### src/rtl/sdcmd_pkg.sv
// Package: shared encodings for the SD command issue engine.
// Holds the register offsets, the interrupt bit positions and the
// response-type and engine-state encodings used by all modules.
package sdcmd_pkg;

    localparam int FRAME_BITS = 48;
    localparam int LONG_BITS  = 136;

    localparam logic [5:0] OFF_ARG   = 6'h00;
    localparam logic [5:0] OFF_CMD   = 6'h04;
    localparam logic [5:0] OFF_RSP0  = 6'h08;
    localparam logic [5:0] OFF_RSP1  = 6'h0C;
    localparam logic [5:0] OFF_RSP2  = 6'h10;
    localparam logic [5:0] OFF_RSP3  = 6'h14;
    localparam logic [5:0] OFF_STATE = 6'h18;
    localparam logic [5:0] OFF_INT   = 6'h1C;
    localparam logic [5:0] OFF_RST   = 6'h20;

    localparam int INT_DONE   = 0;
    localparam int INT_DEND   = 1;
    localparam int INT_ERRSUM = 15;
    localparam int INT_TOUT   = 16;
    localparam int INT_CRC    = 17;
    localparam int INT_ENDB   = 18;
    localparam int INT_IDX    = 19;

    // bits of the interrupt word that hold real state
    localparam logic [31:0] INT_IMPL = 32'h000F_0003;

    typedef enum logic [1:0] {
        RESP_NONE  = 2'b00,
        RESP_LONG  = 2'b01,
        RESP_SHORT = 2'b10,
        RESP_BUSY  = 2'b11
    } resp_kind_e;

    typedef enum logic [1:0] {
        ST_IDLE = 2'b00,
        ST_LOAD = 2'b01,
        ST_TX   = 2'b10,
        ST_RX   = 2'b11
    } eng_state_e;

endpackage

### src/rtl/sdcmd_tx.sv
// Module: command frame serializer.
// Loads a FRAME_W-bit frame on start and shifts it out MSB first, one
// bit per card tick. Pulses done for one cycle after the last bit.
// Assumes start is not raised while a frame is in flight.
module sdcmd_tx #(
    parameter int FRAME_W = 48
) (
    input  logic               clk,
    input  logic               rst_n,
    input  logic               abort,
    input  logic               start,
    input  logic [FRAME_W-1:0] frame,
    input  logic               tick,
    output logic               line_out,
    output logic               line_oe,
    output logic               done
);
    localparam int CNT_W = $clog2(FRAME_W + 1);

    logic [FRAME_W-1:0] shreg;
    logic [CNT_W-1:0]   cnt;
    logic               busy;

    // shift register, bit counter and done pulse
    always_ff @(posedge clk) begin
        if (!rst_n || abort) begin
            shreg <= '1;
            cnt   <= '0;
            busy  <= 1'b0;
            done  <= 1'b0;
        end else begin
            done <= 1'b0;
            if (start) begin
                shreg <= frame;
                cnt   <= CNT_W'(FRAME_W);
                busy  <= 1'b1;
            end else if (busy && tick) begin
                shreg <= {shreg[FRAME_W-2:0], 1'b1};
                cnt   <= cnt - 1'b1;
                if (cnt == CNT_W'(1)) begin
                    busy <= 1'b0;
                    done <= 1'b1;
                end
            end
        end
    end

    assign line_out = busy ? shreg[FRAME_W-1] : 1'b1;
    assign line_oe  = busy;

    // a driven bit only changes on a card tick
    assert_tx_hold_R2: assert property (@(posedge clk) disable iff (!rst_n)
        (busy && !tick && !start && !abort) |=> $stable(line_out));

    // done follows a shifting state
    assert_tx_done_R2: assert property (@(posedge clk) disable iff (!rst_n)
        done |-> $past(busy));

endmodule

### src/rtl/sdcmd_rx.sv
// Module: response receiver.
// After start, hunts for a start bit for at most TIMEOUT_TICKS card ticks,
// then shifts in a short or long response MSB first. The start bit lands
// in the top bit of the selected length. Pulses done or timeout once.
module sdcmd_rx #(
    parameter int SHORT_W       = 48,
    parameter int LONG_W        = 136,
    parameter int TIMEOUT_TICKS = 64
) (
    input  logic              clk,
    input  logic              rst_n,
    input  logic              abort,
    input  logic              start,
    input  logic              long_sel,
    input  logic              tick,
    input  logic              line_in,
    output logic [LONG_W-1:0] data,
    output logic              done,
    output logic              timeout
);
    localparam int BIT_CW  = $clog2(LONG_W + 1);
    localparam int WAIT_CW = $clog2(TIMEOUT_TICKS + 1);

    logic               hunting;
    logic               receiving;
    logic [WAIT_CW-1:0] wcnt;
    logic [BIT_CW-1:0]  bcnt;
    logic [BIT_CW-1:0]  target;

    // start-bit hunt with tick timeout, then bit capture
    always_ff @(posedge clk) begin
        if (!rst_n || abort) begin
            hunting   <= 1'b0;
            receiving <= 1'b0;
            wcnt      <= '0;
            bcnt      <= '0;
            target    <= '0;
            data      <= '0;
            done      <= 1'b0;
            timeout   <= 1'b0;
        end else begin
            done    <= 1'b0;
            timeout <= 1'b0;
            if (start) begin
                hunting   <= 1'b1;
                receiving <= 1'b0;
                wcnt      <= '0;
                bcnt      <= '0;
                target    <= long_sel ? BIT_CW'(LONG_W) : BIT_CW'(SHORT_W);
                data      <= '0;
            end else if (hunting && tick) begin
                if (!line_in) begin
                    hunting   <= 1'b0;
                    receiving <= 1'b1;
                    bcnt      <= BIT_CW'(1);
                end else if (wcnt == WAIT_CW'(TIMEOUT_TICKS - 1)) begin
                    hunting <= 1'b0;
                    timeout <= 1'b1;
                end else begin
                    wcnt <= wcnt + 1'b1;
                end
            end else if (receiving && tick) begin
                data <= {data[LONG_W-2:0], line_in};
                bcnt <= bcnt + 1'b1;
                if (bcnt + 1'b1 == target) begin
                    receiving <= 1'b0;
                    done      <= 1'b1;
                end
            end
        end
    end

    // timeout is only reported out of the hunt phase
    assert_rx_tout_src_R8: assert property (@(posedge clk) disable iff (!rst_n)
        timeout |-> $past(hunting));

    // completion is only reported out of the capture phase
    assert_rx_done_src_R5: assert property (@(posedge clk) disable iff (!rst_n)
        done |-> $past(receiving));

    // the two phases never overlap
    assert_rx_phase_R8: assert property (@(posedge clk) disable iff (!rst_n)
        $onehot0({hunting, receiving}));

endmodule

### src/rtl/sdcmd_rstseq.sv
// Module: self-clearing soft-reset sequencer.
// Each of N_RST request bits, once written, stays active for RST_CYCLES
// clock cycles and then clears itself. A write to a bit that is already
// active is ignored.
module sdcmd_rstseq #(
    parameter int N_RST      = 3,
    parameter int RST_CYCLES = 4
) (
    input  logic             clk,
    input  logic             rst_n,
    input  logic [N_RST-1:0] req,
    output logic [N_RST-1:0] active
);
    localparam int CW = $clog2(RST_CYCLES + 1);

    for (genvar i = 0; i < N_RST; i++) begin : g_seq
        logic [CW-1:0] cnt;

        // per-bit hold counter
        always_ff @(posedge clk) begin
            if (!rst_n) begin
                active[i] <= 1'b0;
                cnt       <= '0;
            end else if (req[i] && !active[i]) begin
                active[i] <= 1'b1;
                cnt       <= CW'(RST_CYCLES - 1);
            end else if (active[i]) begin
                if (cnt == '0) active[i] <= 1'b0;
                else           cnt <= cnt - 1'b1;
            end
        end

        assert_rst_arm_R12: assert property (@(posedge clk) disable iff (!rst_n)
            (req[i] && !active[i]) |=> active[i]);
    end

endmodule

### src/rtl/sdcmd_engine.sv
// Module: SD host command issue engine (top).
// Register front end, command sequencing, response storage, status and
// inhibit tracking. Instantiates the frame serializer, the response
// receiver and the soft-reset sequencer. Assumes card_tick is a one-cycle
// strobe and that the response CRC is checked outside this block.
module sdcmd_engine
    import sdcmd_pkg::*;
#(
    parameter int TIMEOUT_TICKS = 64,
    parameter int RST_CYCLES    = 4,
    parameter int STOP_INDEX    = 12
) (
    input  logic        clk,
    input  logic        rst_n,
    input  logic        reg_wr,
    input  logic [5:0]  reg_addr,
    input  logic [31:0] reg_wdata,
    input  logic [3:0]  reg_wstrb,
    input  logic [5:0]  reg_rd_addr,
    output logic [31:0] reg_rdata,
    input  logic        card_tick,
    output logic        cmd_out,
    output logic        cmd_oe,
    input  logic        cmd_in,
    input  logic        resp_crc_ok,
    input  logic        card_busy
);
    localparam int RSP_W = 120;

    eng_state_e    state;
    logic [31:0]   arg_q;
    logic [15:0]   cmd_q;
    logic [127:0]  rsp_q;
    logic [31:0]   sts_q;
    logic          cmd_inh;
    logic          data_inh;
    logic          busy_wait;

    logic [2:0]    rst_req;
    logic [2:0]    rst_act;
    logic          cmd_clr;
    logic          data_clr;

    logic [FRAME_BITS-1:0] frame;
    logic                  tx_start;
    logic                  tx_done;
    logic [LONG_BITS-1:0]  rx_data;
    logic                  rx_start;
    logic                  rx_done;
    logic                  rx_tout;

    // ---------------- write decode ----------------
    logic [15:0]  new_cmd;
    logic [5:0]   new_idx;
    resp_kind_e   new_kind;
    logic         new_uses_dat;
    logic         dat_block;
    logic         wr_allowed;
    logic         wr_cmd;
    logic         cmd_accept;
    logic         issue;
    logic [31:0]  byte_mask;
    logic [31:0]  clr_mask;
    logic [31:0]  set_mask;

    // byte-enable expansion for partial writes
    always_comb begin
        for (int b = 0; b < 4; b++) byte_mask[b*8 +: 8] = {8{reg_wstrb[b]}};
    end

    // command-write merge and issue gating
    always_comb begin
        new_cmd[7:0]  = reg_wstrb[0] ? reg_wdata[7:0]  : cmd_q[7:0];
        new_cmd[15:8] = reg_wstrb[1] ? reg_wdata[15:8] : cmd_q[15:8];
        new_idx       = new_cmd[13:8];
        new_kind      = resp_kind_e'(new_cmd[1:0]);
        new_uses_dat  = new_cmd[5] || (new_kind == RESP_BUSY);
        dat_block     = data_inh && new_uses_dat && (new_idx != 6'(STOP_INDEX));
        wr_allowed    = !cmd_inh && !(|rst_act);
        wr_cmd        = reg_wr && (reg_addr == OFF_CMD);
        cmd_accept    = wr_cmd && wr_allowed && !(reg_wstrb[1] && dat_block);
        issue         = cmd_accept && reg_wstrb[1];
    end

    assign rst_req  = (reg_wr && reg_addr == OFF_RST && reg_wstrb[0]) ? reg_wdata[2:0] : 3'b000;
    assign cmd_clr  = rst_act[0] | rst_act[1];
    assign data_clr = rst_act[0] | rst_act[2];

    // ---------------- submodules ----------------
    resp_kind_e cur_kind;
    assign cur_kind = resp_kind_e'(cmd_q[1:0]);
    assign frame    = {1'b0, 1'b1, cmd_q[13:8], arg_q, 7'h00, 1'b1};
    assign tx_start = (state == ST_LOAD);
    assign rx_start = (state == ST_TX) && tx_done && (cur_kind != RESP_NONE);

    sdcmd_tx #(.FRAME_W(FRAME_BITS)) u_tx (
        .clk      (clk),
        .rst_n    (rst_n),
        .abort    (cmd_clr),
        .start    (tx_start),
        .frame    (frame),
        .tick     (card_tick),
        .line_out (cmd_out),
        .line_oe  (cmd_oe),
        .done     (tx_done)
    );

    sdcmd_rx #(
        .SHORT_W       (FRAME_BITS),
        .LONG_W        (LONG_BITS),
        .TIMEOUT_TICKS (TIMEOUT_TICKS)
    ) u_rx (
        .clk      (clk),
        .rst_n    (rst_n),
        .abort    (cmd_clr),
        .start    (rx_start),
        .long_sel (cur_kind == RESP_LONG),
        .tick     (card_tick),
        .line_in  (cmd_in),
        .data     (rx_data),
        .done     (rx_done),
        .timeout  (rx_tout)
    );

    sdcmd_rstseq #(.N_RST(3), .RST_CYCLES(RST_CYCLES)) u_rst (
        .clk    (clk),
        .rst_n  (rst_n),
        .req    (rst_req),
        .active (rst_act)
    );

    // ---------------- response checks ----------------
    logic [5:0] got_idx;
    logic       idx_err;
    logic       crc_err;
    logic       end_err;
    logic       any_err;
    logic       rsp_end;
    logic       unused_rx;

    // error evaluation at the last response bit
    always_comb begin
        got_idx = (cur_kind == RESP_LONG) ? rx_data[133:128] : rx_data[45:40];
        idx_err = cmd_q[4] && (got_idx != cmd_q[13:8]);
        crc_err = cmd_q[3] && !resp_crc_ok;
        end_err = !rx_data[0];
        any_err = idx_err || crc_err || end_err;
        rsp_end = (state == ST_RX) && rx_done;
    end
    assign unused_rx = ^rx_data[135:134];

    // ---------------- interrupt events ----------------
    logic set_done;
    logic set_dend;
    logic set_tout;

    // event sources and the write-one-to-clear mask
    always_comb begin
        set_done = ((state == ST_TX) && tx_done && (cur_kind == RESP_NONE)) ||
                   (rsp_end && !any_err);
        set_dend = busy_wait && !card_busy && !data_clr;
        set_tout = (state == ST_RX) && rx_tout;
        set_mask = '0;
        set_mask[INT_DONE] = set_done;
        set_mask[INT_DEND] = set_dend;
        set_mask[INT_TOUT] = set_tout;
        set_mask[INT_CRC]  = rsp_end && crc_err;
        set_mask[INT_ENDB] = rsp_end && end_err;
        set_mask[INT_IDX]  = rsp_end && idx_err;
        clr_mask = (reg_wr && reg_addr == OFF_INT) ? (reg_wdata & byte_mask & INT_IMPL) : '0;
    end

    // ---------------- state ----------------
    // command sequencing and command inhibit
    always_ff @(posedge clk) begin
        if (!rst_n || cmd_clr) begin
            state   <= ST_IDLE;
            cmd_inh <= 1'b0;
        end else begin
            case (state)
                ST_IDLE: if (issue) begin
                    state   <= ST_LOAD;
                    cmd_inh <= 1'b1;
                end
                ST_LOAD: state <= ST_TX;
                ST_TX: if (tx_done) begin
                    if (cur_kind == RESP_NONE) begin
                        state   <= ST_IDLE;
                        cmd_inh <= 1'b0;
                    end else begin
                        state <= ST_RX;
                    end
                end
                ST_RX: if (rx_done || rx_tout) begin
                    state   <= ST_IDLE;
                    cmd_inh <= 1'b0;
                end
                default: state <= ST_IDLE;
            endcase
        end
    end

    // data inhibit and busy-release tracking
    always_ff @(posedge clk) begin
        if (!rst_n || data_clr) begin
            data_inh  <= 1'b0;
            busy_wait <= 1'b0;
        end else begin
            if (set_dend) begin
                busy_wait <= 1'b0;
                data_inh  <= 1'b0;
            end
            if (issue && new_uses_dat) data_inh <= 1'b1;
            if (rsp_end && !any_err && cur_kind == RESP_BUSY) busy_wait <= 1'b1;
        end
    end

    // argument and command word registers
    always_ff @(posedge clk) begin
        if (!rst_n || rst_act[0]) begin
            arg_q <= '0;
            cmd_q <= '0;
        end else begin
            if (reg_wr && reg_addr == OFF_ARG && wr_allowed)
                arg_q <= (reg_wdata & byte_mask) | (arg_q & ~byte_mask);
            if (cmd_accept) cmd_q <= new_cmd;
        end
    end

    // response store with CRC byte stripped for long replies
    always_ff @(posedge clk) begin
        if (!rst_n || rst_act[0]) begin
            rsp_q <= '0;
        end else if (rsp_end) begin
            if (cur_kind == RESP_LONG) begin
                rsp_q[RSP_W-1:0] <= rx_data[127:8];
                rsp_q[127:RSP_W] <= '0;
            end else begin
                rsp_q[31:0] <= rx_data[39:8];
            end
        end
    end

    // interrupt status, set has priority over clear
    always_ff @(posedge clk) begin
        if (!rst_n || rst_act[0]) sts_q <= '0;
        else                      sts_q <= (sts_q & ~clr_mask) | set_mask;
    end

    // ---------------- read mux ----------------
    // register read-back
    always_comb begin
        case (reg_rd_addr)
            OFF_ARG:   reg_rdata = arg_q;
            OFF_CMD:   reg_rdata = {16'h0, cmd_q};
            OFF_RSP0:  reg_rdata = rsp_q[31:0];
            OFF_RSP1:  reg_rdata = rsp_q[63:32];
            OFF_RSP2:  reg_rdata = rsp_q[95:64];
            OFF_RSP3:  reg_rdata = rsp_q[127:96];
            OFF_STATE: reg_rdata = {30'h0, data_inh, cmd_inh};
            OFF_INT: begin
                reg_rdata = sts_q;
                reg_rdata[INT_ERRSUM] = |sts_q[31:16];
            end
            OFF_RST:   reg_rdata = {29'h0, rst_act};
            default:   reg_rdata = {31'h0, unused_rx & 1'b0};
        endcase
    end

    // ---------------- assertions ----------------
    assert_inh_active_R3: assert property (@(posedge clk) disable iff (!rst_n)
        (state != ST_IDLE) |-> cmd_inh);

    assert_dinh_busy_R3: assert property (@(posedge clk) disable iff (!rst_n)
        busy_wait |-> data_inh);

    assert_issue_write_R4: assert property (@(posedge clk) disable iff (!rst_n)
        $rose(cmd_inh) |-> $past(reg_wr));

    assert_tout_release_R8: assert property (@(posedge clk) disable iff (!rst_n)
        $rose(sts_q[INT_TOUT]) |-> !cmd_inh);

    assert_err_no_done_R9: assert property (@(posedge clk) disable iff (!rst_n)
        (rsp_end && any_err) |=> !$rose(sts_q[INT_DONE]));

    assert_dend_src_R10: assert property (@(posedge clk) disable iff (!rst_n)
        $rose(sts_q[INT_DEND]) |-> $past(busy_wait));

    assert_cmdrst_idle_R12: assert property (@(posedge clk) disable iff (!rst_n)
        cmd_clr |=> (state == ST_IDLE && !cmd_inh && !cmd_oe));

endmodule

### config.mk
export PLATFORM = sky130hd
export DESIGN_NAME = sdcmd_engine
export DESIGN_NICKNAME = d
export VERILOG_FILES = /design/src/rtl/sdcmd_pkg.sv /design/src/rtl/sdcmd_tx.sv /design/src/rtl/sdcmd_rx.sv /design/src/rtl/sdcmd_rstseq.sv /design/src/rtl/sdcmd_engine.sv
export SDC_FILE = /design/constraint.sdc
export NUM_CORES = 1
export LEC_CHECK = 0
export BUFFER_PORTS_ARGS = -buffer_cell sky130_fd_sc_hd__buf_4
export CORE_MARGIN = 2
export CORE_UTILIZATION = 55
export DETAILED_ROUTE_END_ITERATION = 8
export HOLD_SLACK_MARGIN = 0.05
export PLACE_DENSITY = 0.69
export SLEW_MARGIN = 10
export SYNTH_ARGS = -nofsm -noshare
export SYNTH_HDL_FRONTEND = slang
export SYNTH_SLANG_ARGS = --single-unit
### constraint.sdc
create_clock -name clk -period 2.6 [get_ports clk]
set_clock_uncertainty 0.05 [all_clocks]
set_input_delay 0.39 -clock clk [delete_from_list [all_inputs] [get_ports clk]]
set_output_delay 0.39 -clock clk [all_outputs]
set_load 0.02 [all_outputs]
# After elaboration in Yosys (flattened, before gate mapping)
# Cells that the tools add are included.
dict set report totals {
  regBits 433
  inputBits 55
  output_inout_bits 34
  word_cells 249
}
dict set report classes {
  n_addsub 6
  eq_ne 31
  n_mux 60
  bitwise 18
  n_reduce_logical 100
}
# cell count
set ops {}
lappend ops {{32-bit one-hot mux with 9 select lines} 1}
lappend ops {{32-bit bitwise AND} 3}
lappend ops {{48-bit 2-to-1 mux} 2}
lappend ops {{1-bit logical AND} 34}
lappend ops {{8-bit 2-to-1 mux} 4}
lappend ops {{20-bit inverter with 32-bit output} 1}
lappend ops {{32-bit inverter} 1}
lappend ops {{32-bit by 20-bit bitwise OR with 32-bit output} 1}
lappend ops {{32-bit bitwise OR} 1}
lappend ops {{1-bit 2-to-1 mux} 31}
lappend ops {{6-bit by 5-bit equality test with 1-bit output (second input constant)} 5}
lappend ops {{6-bit 2-to-1 mux} 5}
lappend ops {{2-bit 2-to-1 mux} 13}
lappend ops {{2-bit AND reduction} 13}
lappend ops {{2-bit nonzero test} 11}
lappend ops {{20-bit 2-to-1 mux} 1}
lappend ops {{16-bit OR reduction} 1}
lappend ops {{6-bit by 3-bit equality test with 1-bit output (second input constant)} 2}
lappend ops {{6-bit by 4-bit equality test with 1-bit output (second input constant)} 2}
lappend ops {{6-bit equality test (second input constant)} 2}
lappend ops {{1-bit logical NOT} 12}
lappend ops {{6-bit logical NOT} 2}
lappend ops {{2-bit by 1-bit inequality test with 1-bit output (second input constant)} 6}
lappend ops {{2-bit OR reduction} 5}
lappend ops {{other kinds (26)} 56}

# Logic depth before layout (Yosys ltp)
dict set report depth {
  word_depth 11
  depth_mapped 8
  ltp_nobuf 7
}

# Hierarchy
# A second synthesis with hierarchy kept.
dict set report unflattened {
  hier_cells 2112
  area_unflattened_um2 17018.8
}
# module instances cells_each area_each_um2 seq_area_each_um2
set by_module_without_submodules {}
lappend by_module_without_submodules {sdcmd_engine 1 1011 7868.8 3583.4}
lappend by_module_without_submodules {sdcmd_rx 1 723 5696.7 3143.0}
lappend by_module_without_submodules {sdcmd_tx 1 311 2795.2 1121.1}
lappend by_module_without_submodules {sdcmd_rstseq 1 67 658.1 240.2}

# Worst setup path before layout
# No wires, ideal clock.
dict set report synth_timing {
  kind {input -> output}
  startpoint {input reg_rd_addr[2]}
  endpoint {output reg_rdata[30]}
  t_arrival_ps 2049
  required_ps 2160
  setup_slack_ps 111
  path_stages 7
  path_buffers 3
  path_cell_list {buf_2 or4_1 nor3_1 buf_2 buf_2 a22oi_1 o21ai_0}
}
dict set report synth_via {
  elab_chain_len 2
  elab_cells_between_ends 10
  cone_classes {eq/ne: 8; mux: 1; reduce/logical: 1}
}
# item line_no
set synth_lines {}
lappend synth_lines {{from (decl)} sdcmd_engine.sv:19} ;# input logic [5:0] reg_rd_addr,
lappend synth_lines {{6-bit equality test, or another cell as far along} sdcmd_engine.sv:253} ;# case (reg_rd_addr)
lappend synth_lines {{32-bit one-hot mux with 9 select lines (*)} sdcmd_engine.sv:253}
lappend synth_lines {{to (decl)} sdcmd_engine.sv:20} ;# output logic [31:0] reg_rdata,
# Every way passes the cells marked *; elsewhere a longest branch is shown, timed or not.

# Worst setup path after layout
dict set report layout_timing {
  startpoint {input reg_rd_addr[1]}
  endpoint {output reg_rdata[30]}
}
# The elaborated chain is that of the path after synthesis.

==> reports/results.txt <==
Slowest-stage cell, CP: or4_4
Synth area leaders: dfxtp_1, nand2_1, a21oi_1
FMAX: 0.3911 GHz
TritonCTS clock tree: yes
area of the die: 31130 um^2
drt initial violations: 1571
GRT overflow: 0
RePlAce Congestion: 0.8495
vias per std cell: 5.730
Yosys top cell by area: dfxtp_1
Startpoint Class: primary input
clock buffer depth: 3
Pwr Total: 12380 uW
area post-placement: 17460 um^2
max-slew violations: 0
Max IR drop VDD: 0.0005280 V
fin crit share: 98.33%
Sink Count: 401
vias in the first global route: 13200
core box area: 29480 um^2
Starting Density: 55.47%
Top cell by count, worst path: buf_4
max incr delay on CP: 0.52 ns
gr usage total: 28.42%
post-layout util: 64.12%
CP endpoint kind: output port
Slew HR: 32.09%
R2R setup slack: 0.37 ns
pwr dens: 654.9 nW/um^2
final instance area: 18900 um^2
worst hold slack: 0.05924 ns
Setup Total Neg Slack: 0 ns
syn_nets: 2177
Diodes inserted: 0
Crit Path Max Fanout: 29
CTS H-tree lvls: 2
sequential share of the synthesized area: 49.09%
vias after detailed routing: 14660
DRC Markers: 0
Hold Crit Class: in -> reg
fraction of registers with async set/reset: 0%
final-report hold violation count: 0
row count: 63
Final nets: 2202
TritonCTS Buffers: 42
max-cap viol count: 0
synth warn: 0
WP data arrival: 2.12 ns
layout cells sized above 1: 9.912%
initial antenna violation count: 0
Ports: 89
top_reg_cell synth: dfxtp_1
worst path cell trace: buf_4 -> buf_4 -> or4_4 -> nor3_2 -> buf_12 -> a22oi_1 -> o21ai_0 -> buf_4
# setup viols final: 0
Fillers: 2609
Root Buffer: clkbuf_16
mean post-synth cell area: 7.742 um^2
Die W: 176.4 um
drt first pass iters: 8
ANT nets after route: 0
minimum clock period: 2.557 ns
leakage power: 0.006802 uW
area added between synthesis and finish: 15.61%
worst slew pin tran: 1.019 ns
largest net degree at the start of global routing: 114
RSZ-0062 raised after global routing: false
Mapped Area: 16350 um^2
die height: 176.4 um
Critical Path RT: 2.16 ns
post-synth top area share: 49.09%
synthesized flop and latch total: 401
Synth Instances: 2112
first-pass GRT wire length: 70900 um
Post-synth EDFFs: 0
IO buf count: 88
Detail Placement HPWL: 29860 um
synth unique cells: 59
Post-Route WL: 44860 um
Skew-Pair Late Insertion Delay: 0.54 ns
Crit Path Category: in -> out
drt wl/cell: 17.53 um
status: finished clean
Clock transition at path regs: 0.06 ns
[critical path: cells and delay by family]
kind / cells / cell delay (ns)
buf+inv: 4 / 0.67
simple gates: 2 / 0.79
compound gates: 2 / 0.25
[cells in the final DEF (no fill, tap or decap), types with 4 or more instances in the layout]
cell type / instances
nand3b_1: 9
nor2b_1: 11
and3_1: 11
nand4_1: 10
clkbuf_8: 8
nand2_1: 700
dfxtp_1: 401
clkbuf_16: 43
a21boi_0: 7
nor4bb_1: 4
a221o_1: 11
dlygate4sd3_1: 4
nor2_1: 84
clkbuf_1: 12
buf_4: 114
a21oi_1: 321
a211oi_1: 5
a222oi_1: 13
and2_1: 6
a32oi_1: 4
buf_12: 16
nand3_1: 80
a221oi_1: 9
xor2_1: 14
nand2b_1: 7
nor3_1: 5
o21ai_0: 69
o211ai_1: 8
nor4_1: 5
mux2i_1: 59
clkinv_2: 8
a22oi_1: 10
xnor2_1: 9
inv_1: 28
ha_1: 10
[Yosys cell counts (6+ instances only)]
cell type and instances:
buf_1 9, a221o_1 11, a21boi_0 7, o211ai_1 8, a222oi_1 13, nand3b_1 9, mux2i_1 59, ha_1 10
a21oi_1 321, o21ai_0 69, nand2_1 703, clkbuf_1 137, nand3_1 80, and2_1 7, nor2b_1 11, nand4_1 10
and3_1 11, dfxtp_1 401, nor3_1 7, xor2_1 14, nand2b_1 8, nor2_1 87, buf_2 6, a22oi_1 10
inv_1 28, xnor2_1 9, a221oi_1 9
[final timing paths]
check | startpoint | end | cells past startpoint
max reg2reg | cmd_inh | cmd_q[13] | 6
min | reg_wdata[22] | flip-flop | 3
max | reg_rd_addr[1] | reg_rdata[30] | 8
min reg2reg | u_rx.data[7] | u_rx.data[8] | 2
[layer usage]
layer | global-route usage, % | up-vias | share of wire, %
met1 | 41.30 | 6953 | 46
met4 | 6.784 | 0 | 1.8
met3 | 6.072 | 61 | 8.9
met5 | 0 | - | 0
li1 | - | 7155 | -
met2 | 43.15 | 494 | 44
[logic make-up after synthesis]
kind of cell | Yosys count | share of synthesized area (%)
xor+xnor | 23 | 1.232
mux | 59 | 3.612
buf+inv | 181 | 4.224
flops | 401 | 49.09
simple gates | 959 | 24.38
fa+ha+maj | 10 | 0.7652
compound gates | 479 | 16.70
[cell type report]
type / instances / area (um^2) / area share, %
inverter: 28 / 105.1 / 0.5560
sequential: 401 / 8028 / 42.46
clock inverter: 13 / 125.1 / 0.6619
clock buffer: 63 / 1231 / 6.513
timing repair buffer: 134 / 1216 / 6.433
multi-input combinational: 1530 / 7711 / 40.79
tap: 390 / 488.0 / 2.581
[where the power goes]
| part | switching, uW | internal, uW | total (uW) | leakage [uW] |
|---|---|---|---|---|
| clock network | 2420 | 3480 | 5900 | 0.000670 |
| logic | 215 | 118 | 333 | 0.00290 |
| registers | 5.18 | 6150 | 6150 | 0.00323 |
[flip-flops by register name (all words and copies together), names as in the netlist, named ones only]
name / flops
u_tx.done: 1
u_rst.active: 3
u_rx.hunting: 1
u_rx.bcnt: 8
u_tx.shreg: 47
u_tx.line_oe: 1
u_rx.data: 134
data_inh: 1
u_rx.timeout: 1
u_tx.cnt: 6
u_rst.g_seq.cnt: 9
u_rx.wcnt: 7
u_rx.done: 1
u_rx.receiving: 1
busy_wait: 1
rsp_q: 120
cmd_q: 16
state: 2
sts_q: 6
u_rx.target: 2
cmd_inh: 1
[metrics by stage]
stage                     cells  setup WS [ns]
final                      2559        0.04343
after global routing       2559        0.02096
after CTS                  2557        0.02940
after detailed placement   2477        -0.1873
after global placement     2477       -0.08737
after floorplan            2112         0.1111
[timing repair]
item | CTS | global route
endpoints found under the hold margin | 4 | 0
setup endpoints to repair | 15 | 17
setup buffers | 0 | 2
resized for setup | 1 | 2
pin swaps | 0 | 3
hold buffers | 4 | 0
Power figures use the tool's default switching activity.
